==> src/rtl/fi_pkg.sv <==
package fi_pkg;

    // Fault kind codes; the numeric values are part of the block's interface.
    typedef enum logic [2:0] {
        FK_STUCK0   = 3'd0,
        FK_STUCK1   = 3'd1,
        FK_EXTVAL   = 3'd2,
        FK_INVERT   = 3'd3,
        FK_AND_NEXT = 3'd4,
        FK_AND_PREV = 3'd5,
        FK_OPEN     = 3'd6,
        FK_RSVD     = 3'd7
    } fkind_e;

endpackage

==> src/rtl/fi_cmd_reg.sv <==
module fi_cmd_reg
    import fi_pkg::*;
#(
    parameter int NPINS = 96
) (
    input  logic             clk,
    input  logic             rst_n,
    input  logic             strobe_i,
    input  logic [2:0]       kind_i,
    input  logic [NPINS-1:0] sel_i,
    input  logic [NPINS-1:0] ext_i,
    output logic [NPINS-1:0] hit_o,
    output fkind_e           kind_o,
    output logic [NPINS-1:0] ext_o
);

    typedef struct packed {
        logic             armed;
        fkind_e           kind;
        logic [NPINS-1:0] sel;
        logic [NPINS-1:0] ext;
    } cmd_t;

    cmd_t cmd_d, cmd_q;

    // Next-state: a strobe loads the whole command; otherwise only disarm,
    // keeping the last kind and vectors stable to save toggling.
    always_comb begin
        cmd_d       = cmd_q;
        cmd_d.armed = strobe_i;
        if (strobe_i) begin
            cmd_d.kind = fkind_e'(kind_i);
            cmd_d.sel  = sel_i;
            cmd_d.ext  = ext_i;
        end
    end

    always_ff @(posedge clk or negedge rst_n) begin
        if (!rst_n) begin
            cmd_q <= '{armed: 1'b0, kind: FK_RSVD, sel: '0, ext: '0};
        end else begin
            cmd_q <= cmd_d;
        end
    end

    assign hit_o  = {NPINS{cmd_q.armed}} & cmd_q.sel;
    assign kind_o = cmd_q.kind;
    assign ext_o  = cmd_q.ext;

endmodule

==> src/rtl/fi_pin_elem.sv <==
module fi_pin_elem
    import fi_pkg::*;
(
    input  logic   outward_i,   // 1: processor side is the source
    input  logic   src_i,       // fault-free pin value
    input  logic   nbr_prev_i,  // clean value of lower neighbour (1 if none)
    input  logic   nbr_next_i,  // clean value of upper neighbour (1 if none)
    input  logic   hit_i,       // fault active on this pin
    input  fkind_e kind_i,
    input  logic   ext_i,
    output logic   cpu_out_o,
    output logic   cpu_oe_o,
    output logic   skt_out_o,
    output logic   skt_oe_o
);

    logic faulty;
    logic drive;

    always_comb begin
        faulty = src_i;
        drive  = 1'b1;
        if (hit_i) begin
            case (kind_i)
                FK_STUCK0:   faulty = 1'b0;
                FK_STUCK1:   faulty = 1'b1;
                FK_EXTVAL:   faulty = ext_i;
                FK_INVERT:   faulty = ~src_i;
                FK_AND_NEXT: faulty = src_i & nbr_next_i;
                FK_AND_PREV: faulty = src_i & nbr_prev_i;
                FK_OPEN:     drive  = 1'b0;
                default:     faulty = src_i;
            endcase
        end
    end

    // Only the destination side is driven, and only it carries the fault.
    assign skt_out_o = outward_i & faulty;
    assign skt_oe_o  = outward_i & drive;
    assign cpu_out_o = ~outward_i & faulty;
    assign cpu_oe_o  = ~outward_i & drive;

endmodule

==> src/rtl/fi_pin_array.sv <==
module fi_pin_array
    import fi_pkg::*;
#(
    parameter int NPINS  = 96,
    parameter int NBIDIR = 32,
    parameter int NIN    = 8
) (
    input  logic              clk,
    input  logic              rst_n,
    input  logic              flt_strobe_i,
    input  logic [2:0]        flt_kind_i,
    input  logic [NPINS-1:0]  flt_sel_i,
    input  logic [NPINS-1:0]  flt_ext_i,
    input  logic [NBIDIR-1:0] dir_i,
    input  logic [NPINS-1:0]  cpu_in_i,
    output logic [NPINS-1:0]  cpu_out_o,
    output logic [NPINS-1:0]  cpu_oe_o,
    input  logic [NPINS-1:0]  skt_in_i,
    output logic [NPINS-1:0]  skt_out_o,
    output logic [NPINS-1:0]  skt_oe_o,
    output logic [NPINS-1:0]  clean_o
);

    localparam int FIRST_IN = NPINS - NIN;

    logic [NPINS-1:0] hit;
    logic [NPINS-1:0] ext;
    fkind_e           kind;
    logic [NPINS-1:0] outward;
    logic [NPINS-1:0] src;

    fi_cmd_reg #(.NPINS(NPINS)) u_cmd (
        .clk      (clk),
        .rst_n    (rst_n),
        .strobe_i (flt_strobe_i),
        .kind_i   (flt_kind_i),
        .sel_i    (flt_sel_i),
        .ext_i    (flt_ext_i),
        .hit_o    (hit),
        .kind_o   (kind),
        .ext_o    (ext)
    );

    for (genvar i = 0; i < NPINS; i++) begin : g_pin
        logic nbr_prev;
        logic nbr_next;

        if (i < NBIDIR) begin : g_two_way
            assign outward[i] = dir_i[i];
        end else if (i < FIRST_IN) begin : g_out
            assign outward[i] = 1'b1;
        end else begin : g_in
            assign outward[i] = 1'b0;
        end

        assign src[i] = outward[i] ? cpu_in_i[i] : skt_in_i[i];

        // Missing neighbours read as 1, making the AND a pass-through.
        if (i == 0) begin : g_lo_end
            assign nbr_prev = 1'b1;
        end else begin : g_lo_mid
            assign nbr_prev = src[i-1];
        end
        if (i == NPINS - 1) begin : g_hi_end
            assign nbr_next = 1'b1;
        end else begin : g_hi_mid
            assign nbr_next = src[i+1];
        end

        fi_pin_elem u_elem (
            .outward_i  (outward[i]),
            .src_i      (src[i]),
            .nbr_prev_i (nbr_prev),
            .nbr_next_i (nbr_next),
            .hit_i      (hit[i]),
            .kind_i     (kind),
            .ext_i      (ext[i]),
            .cpu_out_o  (cpu_out_o[i]),
            .cpu_oe_o   (cpu_oe_o[i]),
            .skt_out_o  (skt_out_o[i]),
            .skt_oe_o   (skt_oe_o[i])
        );
    end

    assign clean_o = src;

endmodule

==> config.mk <==
export PLATFORM = sky130hd
export DESIGN_NAME = fi_pin_array
export DESIGN_NICKNAME = d
export VERILOG_FILES = /design/src/rtl/fi_pkg.sv /design/src/rtl/fi_cmd_reg.sv /design/src/rtl/fi_pin_elem.sv /design/src/rtl/fi_pin_array.sv
export SDC_FILE = /design/constraint.sdc
export NUM_CORES = 1
export LEC_CHECK = 0
export ABC_AREA = 1
export BUFFER_PORTS_ARGS = -buffer_cell sky130_fd_sc_hd__buf_2
export CAP_MARGIN = 20
export CELL_PAD_IN_SITES_DETAIL_PLACEMENT = 1
export CELL_PAD_IN_SITES_GLOBAL_PLACEMENT = 2
export CORE_AREA = 5 5 346 348
export DETAILED_ROUTE_END_ITERATION = 10
export DIE_AREA = 0 0 351 353
export MAX_ROUTING_LAYER = met4
export PLACE_DENSITY_LB_ADDON = 0.1
export SLEW_MARGIN = 20
export SYNTH_ARGS = -nofsm -noshare
export SYNTH_HDL_FRONTEND = slang
export SYNTH_SLANG_ARGS = --single-unit
==> constraint.sdc <==
create_clock -name clk -period 2.23 [get_ports clk]
set_input_delay 0.446 -clock clk [delete_from_list [all_inputs] [get_ports clk]]
set_output_delay 0.446 -clock clk [all_outputs]
set_load 0.01 [all_outputs]
==> results of run 1 <==
## per-stage QoR
| stage | TNS, ps | cell area, um2 |
|---|---|---|
| 6_report | -146830 | 24000 |
| 5_1_grt | -184130 | 23990 |
| 4_1_cts | -143300 | 22820 |
| 3_5_place_dp | -12010 | 21490 |
| 3_3_place_gp | -9617 | 21490 |
| 2_1_floorplan | 0 | 18450 |
## flip-flops by register name (all words and copies together) (netlist names)
register,cells
u_cmd.ext_o,96
u_cmd.cmd_q,97
u_cmd.kind_o,3
## tightest hold or removal path, cell delays in order
cell	delay [ps]
buf_2	70
nand2_1	40
o21ai_0	60
## layer usage
layer  up-vias  global-route usage
li1       8814                   -
met1      8837              0.1896
met2       538              0.2667
met3        54             0.04777
met4         0             0.02574
met5         -                   -
## power groups by stage
stage	Sequential [mW]	Combinational (mW)	Clock (mW)
global placement	4.20	4.41	0
global route	4.18	5.44	4.10
CTS	4.14	4.70	4.01
detailed placement	4.21	4.44	0
floorplan	4.12	2.85	0
finish	4.13	4.94	3.74
## how the worst min path moves through the flow
stage / from / end / cells after the start
floorplan: rst_n / u_cmd.cmd_q[100]$_DFFE_PN0P_ / 0
global placement: rst_n / u_cmd.cmd_q[151]$_DFFE_PN0P_ / 1
detailed placement: rst_n / u_cmd.cmd_q[151]$_DFFE_PN0P_ / 1
CTS: flt_ext_i[87] / u_cmd.ext_o[87]$_DFFE_PN0P_ / 3
global route: flt_ext_i[73] / u_cmd.ext_o[73]$_DFFE_PN0P_ / 3
finish: flt_ext_i[73] / u_cmd.ext_o[73]$_DFFE_PN0P_ / 3
## cell usage after synthesis, drive strengths merged
| cell type | count |
|---|---|
| nand2 | 560 |
| buf | 529 |
| nand3 | 311 |
| nor2 | 296 |
| inv | 205 |
| dfrtp | 193 |
| mux2 | 168 |
| o21ai | 159 |
| a21oi | 91 |
| clkbuf | 70 |
| nand4 | 39 |
| dfstp | 3 |
| a31oi | 1 |
| conb | 1 |
| o211ai | 1 |
## timing repair
item                                    CTS  global route
gates cloned                              6            10
endpoints found under the hold margin    32             0
hold buffers                              1             0
pin swaps                                13            62
gates resized for setup                 106           204
setup buffers                            16            25
endpoints found under the setup margin  256           256
## layout make-up
type	instances	area, um2
Fill cell	14180	91890
Tap cell	1524	1907
Inverter	205	797.0
Clock inverter	12	195.2
Clock buffer	20	456.7
Multi-Input combinational cell	1754	9291
Timing Repair Buffer	906	6351
Antenna cell	35	87.58
Sequential cell	196	4912
## cells in the final DEF (no fill, tap or decap), types with 2 or more instances in the layout
cell type and instances:
a21oi_1 76, a21oi_2 7, a21oi_4 8, buf_12 57, buf_16 7, buf_2 675
buf_4 108, buf_6 40, buf_8 9, bufinv_16 4, clkbuf_16 25, clkbuf_8 2
clkinv_4 3, clkinvlp_4 2, conb_1 128, dfrtp_1 192, dfstp_2 3, diode_2 35
inv_1 198, inv_4 2, inv_6 5, mux2_2 168, nand2_1 526, nand2_2 30
nand2_4 3, nand3_1 280, nand3_2 29, nand3_4 2, nand4_1 39, nor2_1 241
nor2_2 42, nor2_4 13, o21ai_0 92, o21ai_1 57, o21ai_2 10
## kinds of logic (layout without fill, tap and decap cells)
logic type | Yosys count | count (layout) | synth area share
compound gates | 252 | 252 | 0.07040
buf+inv | 804 | 1143 | 0.2715
flops | 196 | 196 | 0.2732
mux | 168 | 168 | 0.1053
other cells | 1 | 163 | 0.0002087
simple gates | 1206 | 1206 | 0.2794
==> reports/results.txt, run 1 <==
drt drc -> 0
IO buf count -> 709
CP required -> 1780 ps
final non-filler cell total -> 4652
Final setup viols -> 256
Num CTS Buffers -> 17
Hold WS -> 141.0 ps
Synth Register Bits -> 196
GR Util All Layers -> 0.1583
layout cell share with drive strength beyond 1 -> 0.4074
global-route wire length before repair -> 139600 um
width of the die -> 351 um
largest net degree at the start of global routing -> 52
crit-path max cell delay -> 590 ps
num ports -> 902
Sw Share -> 0.3854
R2R cell count -> 3
post-route antenna net violation count -> 0
WP data arrival -> 2510 ps
Yosys cell types -> 22
Worst Setup EP -> skt_out_o[23]
Crit path max-delay family -> buffers and inverters
Avg WL per Cell -> 21.80 um
Die Area -> 0.1239 mm2
startpoint types -> flop
post-DP HPWL -> 77070 um
synth top area cells -> dfrtp_1 (27%), buf_4 (20%), nand2_1 (12%)
HP Class -> input pin to flop
syn avg cell area -> 6.840 um2
core footprint -> 0.1159 mm2
Iteration-0 DRC Markers -> 634
Crit path depth -> 12
drt pass-1 iters -> 4
total power draw -> 12.81 mW
Synth Instances -> 2627
internal power -> 7.871 mW
failing checks -> setup timing
Die Y -> 353 um
final global-route overflow total -> 0
CP startpoint -> u_cmd.kind_o[0]$_DFFE_PN1P_
status -> finished with violations
share of power burned in the clock network -> 0.292
Comb pwr share -> 0.386
reg-to-reg startpoint -> u_cmd.kind_o[1]$_DFFE_PN1P_
P per Cell Area -> 533.7 mW/mm2
CTS root buffer -> clkbuf_16
critical setup path kind -> flop to primary output
maximum fanout along the worst path -> 11
CTS clock-pin slew for the worst setup and hold paths -> 80 ps
Worst R2R Setup Slack -> 1060 ps
DR vias/cell -> 3.922
NumNets Final -> 3502
post-layout util -> 0.2071
initial antenna violation count -> 45
vias -> 18.24k
CTS tree -> yes
cells along the critical path -> buf_12 > nor2_4 > nand2_4 > inv_4 > nor2_4 > buf_12 > buf_8 > nor2_1 > nand2_1 > nand2_1 > nor2_2 > buf_2
final worst slack -> -724.2 ps
Max VDD drop -> 0.5417 mV
Initial Util -> 0.1550
crit path buf inv count -> 5
Setup Skew -> 0 ps
switching power -> 4.936 mW
Reg2Reg Capture Point -> u_cmd.kind_o[1]$_DFFE_PN1P_
Max-slew headroom -> 0.6471
H-tree Lvls -> 4
fmax -> 338.5 MHz
warnings from Yosys -> 0
Slew Viols, Final -> 0
Top Metal Used -> met4
synthesized cell area -> 0.01797 mm2
CTS max path bufs -> 2
DP Worst Slack -> -367.1 ps
top-area cell type share of the netlist area -> 0.2688
WL met3 -> 6782 um
Worst path slowest cell -> dfstp_2
# placed instances -> 4527
Max Cap Viol -> 0
clk sinks -> 196
Seq/Total Area, Yosys -> 0.2732
WL met2 -> 48800 um
RSZ-0062 raised after global routing -> true
WL met1 -> 44670 um
Seq pwr share -> 0.323
number of global-route vias before repair -> 19.75k
Worst-Margin Slew -> 523.8 ps
leakage -> 11.86 nW
Area Growth Syn to Fin -> 33.56%
worst-skew pair later-pin latency -> 510 ps
final wirelength -> 101400 um
Synth area leader -> dfrtp_1
Final min period -> 2954 ps
row count -> 125
Critical Path End Type -> primary output
Final Wtd Congestion -> 0.7994
Final period util -> 1.325
Hold Violations, Final -> 0
Power figures use the tool's default switching activity.
==> run 2, diff against run 1 <==
- ABC_AREA: 1 -> unset
- CORE_AREA: 5 5 346 348 -> 5 5 350 352
- DIE_AREA: 0 0 351 353 -> 0 0 355 357
==> run 2 against run 1 <==
  * Critical endpoint is now cpu_out_o[0]
  * Register-to-register slack lost 400 ps
  * Highest routed layer unchanged
  * Synthesized area shrank 6.0%
  * Core utilization grew 1.1 points
  * Via count shrank 9.2%
  * Critical path depth shrank 5
  * Maximum frequency shrank 3.6%
  * The run still ends with setup timing left
==> reports/results.txt, run 2 <==
status -> finished with violations
failing checks -> setup timing
initial antenna violation count -> 43 (-4.4%)
commonest non-fill, non-tap cell in the layout -> buf_2
startpoint types -> flop
final wirelength -> 109000 um (+7.5%)
Yosys cell types -> 51 (+130%)
clk sinks -> 196 (unchanged)
WHS Endpoint -> u_cmd.cmd_q[121]$_DFFE_PN0P_
DR vias/cell -> 4.031 (+2.8%)
warnings from Yosys -> 0 (unchanged)
syn avg cell area -> 8.704 um2 (+27%)
critical setup path kind -> flop to primary output
Sw Share -> 0.3878 (+0.002364)
Post-synth top cells -> buf_4 (481), nand2_1 (219), dfrtp_1 (193), mux2_2 (189), a21oi_1 (102)
Critical Path End Type -> primary output
HP Class -> input pin to flop
leading cell types in the layout, fill and taps excluded -> buf_2 (596), dfrtp_1 (193), mux2_2 (189)
Die Y -> 357 um (+1.1%)
R2R cell count -> 6 (+3)
Initial Util -> 0.1419 (-0.01317)
post-synthesis compound-gate area fraction -> 0.1851 (+0.1147)
Setup Skew -> 0 ps (unchanged)
worst-skew pair later-pin latency -> 520 ps (about the same)
core footprint -> 0.1190 mm2 (+2.7%)
layout cell share with drive strength beyond 1 -> 0.6123 (+0.2049)
WP data arrival -> 2620 ps (+110 ps)
final worst slack -> -835.1 ps (-110.9 ps)
Seq pwr share -> 0.318 (-0.005)
Synth Flop Type -> dfrtp_1
synthesized cell area -> 0.01689 mm2 (-6.0%)
CP required -> 1780 ps (about the same)
Post-synth EDFFs -> 0 (unchanged)
Synth Area in Simple Gates -> 0.1217 (-0.1578)
Final min period -> 3065 ps (+110.9 ps)
post-layout util -> 0.2180 (+0.01094)
CTS root buffer -> clkbuf_16
area of the multi-input gates -> 0.009756 mm2 (+5.0%)
NumNets Final -> 2935 (-16%)
P per Cell Area -> 524.5 mW/mm2 (-1.7%)
Slew Viols, Final -> 0 (unchanged)
drt drc -> 0 (unchanged)
CTS max path bufs -> 2 (unchanged)
Worst R2R Setup Slack -> 660 ps (-400 ps)
number of global-route vias before repair -> 17.96k (-9.0%)
Final setup viols -> 256 (unchanged)
register area -> 0.004920 mm2 (+0.15%)
Final period util -> 1.374 (+0.04971)
leakage -> 11.70 nW (-1.3%)
Iteration-0 DRC Markers -> 669 (+5.5%)
Max VDD drop -> 0.4682 mV (-14%)
Largest register FFs -> 97 (unchanged)
Worst-Margin Slew -> 652.5 ps (+128.7 ps)
Comb pwr share -> 0.432 (+0.046)
H-tree Lvls -> 4 (unchanged)
share of power burned in the clock network -> 0.249 (-0.043)
Die Area -> 0.1267 mm2 (+2.3%)
top-area cell type share of the netlist area -> 0.2860 (+0.01723)
Max-slew headroom -> 0.5526 (-0.09454)
Max Cap Viol -> 0 (unchanged)
drt pass-1 iters -> 5 (+1)
setup TNS -> -183930 ps (-37100 ps)
RSZ-0062 raised after global routing -> true
Avg WL per Cell -> 26.53 um (+22%)
global-route wire length before repair -> 142500 um (+2.1%)
CTS clock-pin slew for the worst setup and hold paths -> 80 ps (about the same)
final-layout fill cell count -> 13.81k (-2.6%)
GR Util All Layers -> 0.1625 (+0.004214)
hold depth -> 3 (unchanged)
Synth area leader -> dfrtp_1
fmax -> 326.3 MHz (-3.6%)
Seq/Total Area, Yosys -> 0.2907 (+0.01751)
vias -> 16.56k (-9.2%)
Synth Instances -> 1940 (-26%)
largest family of logic cells by synthesized area -> buffers and inverters
synth top area cells -> dfrtp_1 (29%), buf_4 (21%), mux2_2 (13%)
Hold Violations, Final -> 0 (unchanged)
Most flops, register -> u_cmd.cmd_q
internal power -> 8.332 mW (+5.9%)
post-route antenna net violation count -> 0 (unchanged)
post-DP HPWL -> 76520 um (-0.71%)
final global-route overflow total -> 0 (unchanged)
total power draw -> 13.61 mW (+6.3%)
worst hold start -> flt_sel_i[25]
CP startpoint -> u_cmd.kind_o[2]$_DFFE_PN1P_
switching power -> 5.278 mW (+6.9%)
count leader, synth -> buf_4
IO buf count -> 709 (unchanged)
Synth Register Bits -> 196 (unchanged)
reg-to-reg startpoint -> u_cmd.kind_o[0]$_DFFE_PN1P_
Reg2Reg Capture Point -> u_cmd.kind_o[0]$_DFFE_PN1P_
largest net degree at the start of global routing -> 47 (-9.6%)
DP Worst Slack -> -703.9 ps (-336.8 ps)
Final Wtd Congestion -> 0.8012 (+0.23%)
maximum fanout along the worst path -> 15 (+4)
row count -> 127 (+1.6%)
num ports -> 902 (unchanged)
width of the die -> 355 um (+1.1%)
Num CTS Buffers -> 17 (unchanged)
xor/xnor share of the synthesized area -> 0 (unchanged)
Post-Synth Adder-Cell Area -> 0 (unchanged)
Area Growth Syn to Fin -> 53.66%
CTS tree -> yes
ys async rst share -> 1.000 (unchanged)
mux cell area share after synthesis -> 0.1456 (+0.04031)
[run 2: cell types whose count changed in the layout (fill, tap and decap cells not counted), moves of 39 or more]
| cell | delta |
|---|---|
| a32o_1 | +42 |
| a32o_2 | +48 |
| buf_2 | -79 |
| buf_4 | +65 |
| buf_6 | +93 |
| inv_1 | -137 |
| nand2_1 | -361 |
| nand2_4 | +39 |
| nand3_1 | -196 |
| nand4_1 | -39 |
| nor2_1 | -237 |
| nor2_2 | -42 |
| o21ai_0 | -46 |
| o21ai_1 | -52 |
[run 2: timing repair]
item,4_1_cts,5_1_grt
setup buffers,46,26
gates cloned,24,20
pin swaps,52,128
hold buffers,1,0
hold endpoints to repair,26,0
endpoints found under the setup margin,256,256
gates resized for setup,235,444
[run 2: worst max path at each step]
stage               slack [ps]  cells past startpoint             to
detailed placement        -700                      7  skt_out_o[56]
floorplan                 -220                      9  skt_out_o[19]
global route              -960                      7   cpu_out_o[0]
finish                    -840                      7   cpu_out_o[0]
global placement          -720                      8  skt_out_o[29]
CTS                       -930                      7  cpu_out_o[15]
[run 2: cell families after synthesis]
family / count (synthesis)
AOI/OAI and AO/OA: 428
muxes: 222
buffers and inverters: 662
other: 1
and+or+nand+nor: 431
DFF: 196
[run 2: cell type report]
cell class | instances | share of cell area
diodes | 35 | 0.003375
clock buffers | 22 | 0.01789
clock inverters | 9 | 0.003713
inverters | 62 | 0.009258
multi-input cells | 1211 | 0.3760
flip-flops and latches | 196 | 0.1896
well taps | 1548 | 0.07465
repair buffers | 1025 | 0.3255
[run 2: power by group through the flow]
stage	registers (mW)	logic [mW]	clock network [mW]
2_1_floorplan	4.18	2.86	0
3_3_place_gp	4.33	4.49	0
3_5_place_dp	4.34	4.53	0
4_1_cts	4.28	5.45	3.64
5_1_grt	4.39	6.35	3.71
6_report	4.33	5.88	3.39
[run 2: through the flow]
step | cells | cell area, um2 | hold WS [ps]
final | 4108 | 25950 | 132.2
after global routing | 4107 | 25940 | 101.4
after CTS | 4036 | 23580 | 73.60
after detailed placement | 3934 | 20870 | 345.0
after global placement | 3934 | 20870 | 339.6
after floorplan | 2067 | 17430 | 150.4
[run 2: per-layer routing]
metal | GRT usage | routed length, um
met4 | 0.03345 | 1526
met3 | 0.04436 | 6231
met5 | - | 0
met2 | 0.2840 | 55650
met1 | 0.1875 | 45580
[run 2: worst max-delay path, cell delays in order (launching register included)]
cell,delay [ps]
dfstp_4,670
or3b_4,400
buf_12,170
buf_12,170
o22ai_2,120
a211oi_1,110
nor3b_1,230
buf_2,210
==> run 3, diff against run 2 <==
- CAP_MARGIN: 20 -> unset
- PLACE_DENSITY: unset -> 0.62
- PLACE_DENSITY_LB_ADDON: 0.1 -> unset
- SETUP_SLACK_MARGIN: unset -> 0.5
==> run 3 against run 2 <==
  * The flow still finishes with violations (setup timing)
  * Combinational power shrank 5.8%
  * Die area unchanged
  * Maximum frequency decreased by 1.9%
  * Critical path depth stayed put
  * Total power fell by 1.7%
  * Worst setup slack lost 61 ps
  * Register-to-register slack lost 70 ps
  * Via count hardly changed
  * Worst hold slack improved by 5.9 ps
  * Non-clock buffer count decreased by 2
  * Sequential power down 0.9%
  * Final area decreased by 5.0%
  * Largest power group unchanged
==> reports/results.txt, run 3 (synthesized netlist as in run 2, its figures left out) <==
status -> finished with violations
failing checks -> setup timing
Max VDD drop -> 0.6259 mV (+34%)
Final Wtd Congestion -> 0.8631 (+7.7%)
H-tree Lvls -> 4 (unchanged)
post-route antenna net violation count -> 0 (unchanged)
dpl cell area -> 0.02110 mm2 (+1.1%)
final worst slack -> -895.9 ps (-60.89 ps)
num ports -> 902 (unchanged)
HP Class -> input pin to flop
Area Growth Syn to Fin -> 46.05%
drt drc -> 0 (unchanged)
Die Area -> 0.1267 mm2 (unchanged)
DR vias/cell -> 4.051 (+0.48%)
switching power -> 5.095 mW (-3.5%)
Sw Share -> 0.3810 (-0.006790)
initial antenna violation count -> 23 (-47%)
global-route wire length before repair -> 133200 um (-6.5%)
P per Cell Area -> 542.2 mW/mm2 (+3.4%)
width of the die -> 355 um (unchanged)
Slew Viols, Final -> 0 (unchanged)
RSZ-0062 raised after global routing -> true
vias -> 16.55k (-0.054%)
commonest non-fill, non-tap cell in the layout -> buf_2
Hold Violations, Final -> 0 (unchanged)
WP data arrival -> 2680 ps (+60 ps)
share of power burned in the clock network -> 0.265 (+0.016)
Final Cell Area -> 0.02466 mm2 (-5.0%)
CP required -> 1780 ps (about the same)
Most flops, register -> u_cmd.cmd_q
Worst-Margin Slew -> 950.3 ps (+297.9 ps)
Avg WL per Cell -> 24.22 um (-8.7%)
drt pass-1 iters -> 5 (unchanged)
CTS root buffer -> clkbuf_16
CTS clock-pin slew for the worst setup and hold paths -> 90 ps (about the same)
row count -> 127 (unchanged)
startpoint types -> flop
worst-skew pair later-pin latency -> 510 ps (about the same)
Final min period -> 3126 ps (+60.89 ps)
layout cell share with drive strength beyond 1 -> 0.5783 (-0.03394)
register area -> 0.004920 mm2 (unchanged)
Final setup viols -> 256 (unchanged)
internal power -> 8.278 mW (-0.65%)
Max-slew headroom -> 0.3483 (-0.2043)
Setup Skew -> 0 ps (unchanged)
post-DP HPWL -> 75380 um (-1.5%)
IO buf count -> 709 (unchanged)
number of global-route vias before repair -> 17.46k (-2.8%)
fmax -> 319.9 MHz (-1.9%)
Iteration-0 DRC Markers -> 753 (+13%)
final wirelength -> 98950 um (-9.2%)
CTS max path bufs -> 2 (unchanged)
Largest register FFs -> 97 (unchanged)
final global-route overflow total -> 0 (unchanged)
Comb pwr share -> 0.414 (-0.018)
Die Y -> 357 um (unchanged)
Num CTS Buffers -> 17 (unchanged)
largest net degree at the start of global routing -> 60 (+28%)
critical setup path kind -> flop to primary output
CTS tree -> yes
Final period util -> 1.402 (+0.02731)
setup TNS -> -164650 ps (+19280 ps)
core footprint -> 0.1190 mm2 (unchanged)
Critical Path End Type -> primary output
final-layout fill cell count -> 14.10k (+2.1%)
Max Cap Viol -> 0 (unchanged)
Initial Util -> 0.1419 (unchanged)
leading cell types in the layout, fill and taps excluded -> buf_2 (668), nand2_1 (206), buf_4 (194)
GR Util All Layers -> 0.1509 (-0.01155)
maximum fanout along the worst path -> 8 (-7)
leakage -> 10.96 nW (-6.4%)
Seq pwr share -> 0.320 (+0.002)
NumNets Final -> 2932 (-0.10%)
clk sinks -> 196 (unchanged)
area of the multi-input gates -> 0.009462 mm2 (-3.0%)
run 3: cell types whose count changed in the layout (fill, tap and decap cells not counted), moves of 18 or more:
cell / delta
buf_6: -64
buf_4: +21
buf_2: +72
a32o_1: +29
a21oi_1: +30
a32o_2: -29
nand2_1: +41
diode_2: -18
a21oi_2: -24
nand2_4: -34
run 3: worst max-delay path, cell delays in order (launching register included):
cell and delay, ps:
dfstp_4 650, or3b_4 400, and2_4 240, buf_6 140, o2111a_2 170, o31ai_4 330
buf_6 160, buf_6 90
run 3: path summary, 6_finish.rpt:
path	startpoint	end	slack (ps)	cells past startpoint
worst max-delay path	u_cmd.kind_o[0]$_DFFE_PN1P_	skt_out_o[3]	-900	7
worst min-delay path	flt_sel_i[27]	u_cmd.cmd_q[123]$_DFFE_PN0P_	140	3
worst max register to register	u_cmd.kind_o[0]$_DFFE_PN1P_	u_cmd.kind_o[0]$_DFFE_PN1P_	590	5
worst min register to register	u_cmd.ext_o[3]$_DFFE_PN0P_	u_cmd.ext_o[3]$_DFFE_PN0P_	510	1
max in group asynchronous	rst_n	u_cmd.ext_o[41]$_DFFE_PN0P_	1070	3
min in group asynchronous	rst_n	u_cmd.cmd_q[168]$_DFFE_PN0P_	450	2
run 3: final cells by class:
type,instances,share of cell area
tap,1548,0.07853
inverter,62,0.009436
multi-input combinational,1210,0.3836
clock buffer,20,0.01771
clock inverter,10,0.006037
antenna,17,0.001725
timing repair buffer,1023,0.3034
sequential,196,0.1995
run 3: what timing repair did:
action / CTS / global route
gates resized for setup: 241 / 189
setup endpoints to repair: 263 / 267
gates cloned: 12 / 5
setup buffers: 38 / 18
hold buffers: 1 / 0
hold endpoints to repair: 32 / 0
pin swaps: 65 / 51
run 3: metrics by stage:
step | instances | utilization | hold WS, ps | worst slack, ps | power (mW)
after floorplan | 2067 | - | 150.4 | -220.2 | 7.083
after global placement | 3965 | 0.1773 | 406.4 | -775.8 | 8.830
after detailed placement | 3965 | 0.1773 | 407.9 | -793.5 | 8.865
after CTS | 4046 | 0.1973 | 50.35 | -1016 | 13.33
after global routing | 4082 | 0.2071 | 102.2 | -1013 | 14.12
final | 4086 | 0.2072 | 138.1 | -895.9 | 13.37
run 3: metal layers:
| layer | routed length, um | part of all wire | GRT usage |
|---|---|---|---|
| met1 | 41670 | 0.42 | 0.1781 |
| met2 | 49870 | 0.50 | 0.2613 |
| met3 | 5573 | 0.056 | 0.03324 |
| met4 | 1840 | 0.019 | 0.03850 |
| met5 | 0 | 0 | - |
run 3: power groups by stage:
stage                     clock network [mW]  logic (mW)  registers (mW)
after floorplan                            0        2.90            4.18
after global placement                     0        4.50            4.33
after detailed placement                   0        4.52            4.34
after CTS                               3.81        5.24            4.28
after global routing                    3.84        5.94            4.34
final                                   3.55        5.54            4.29
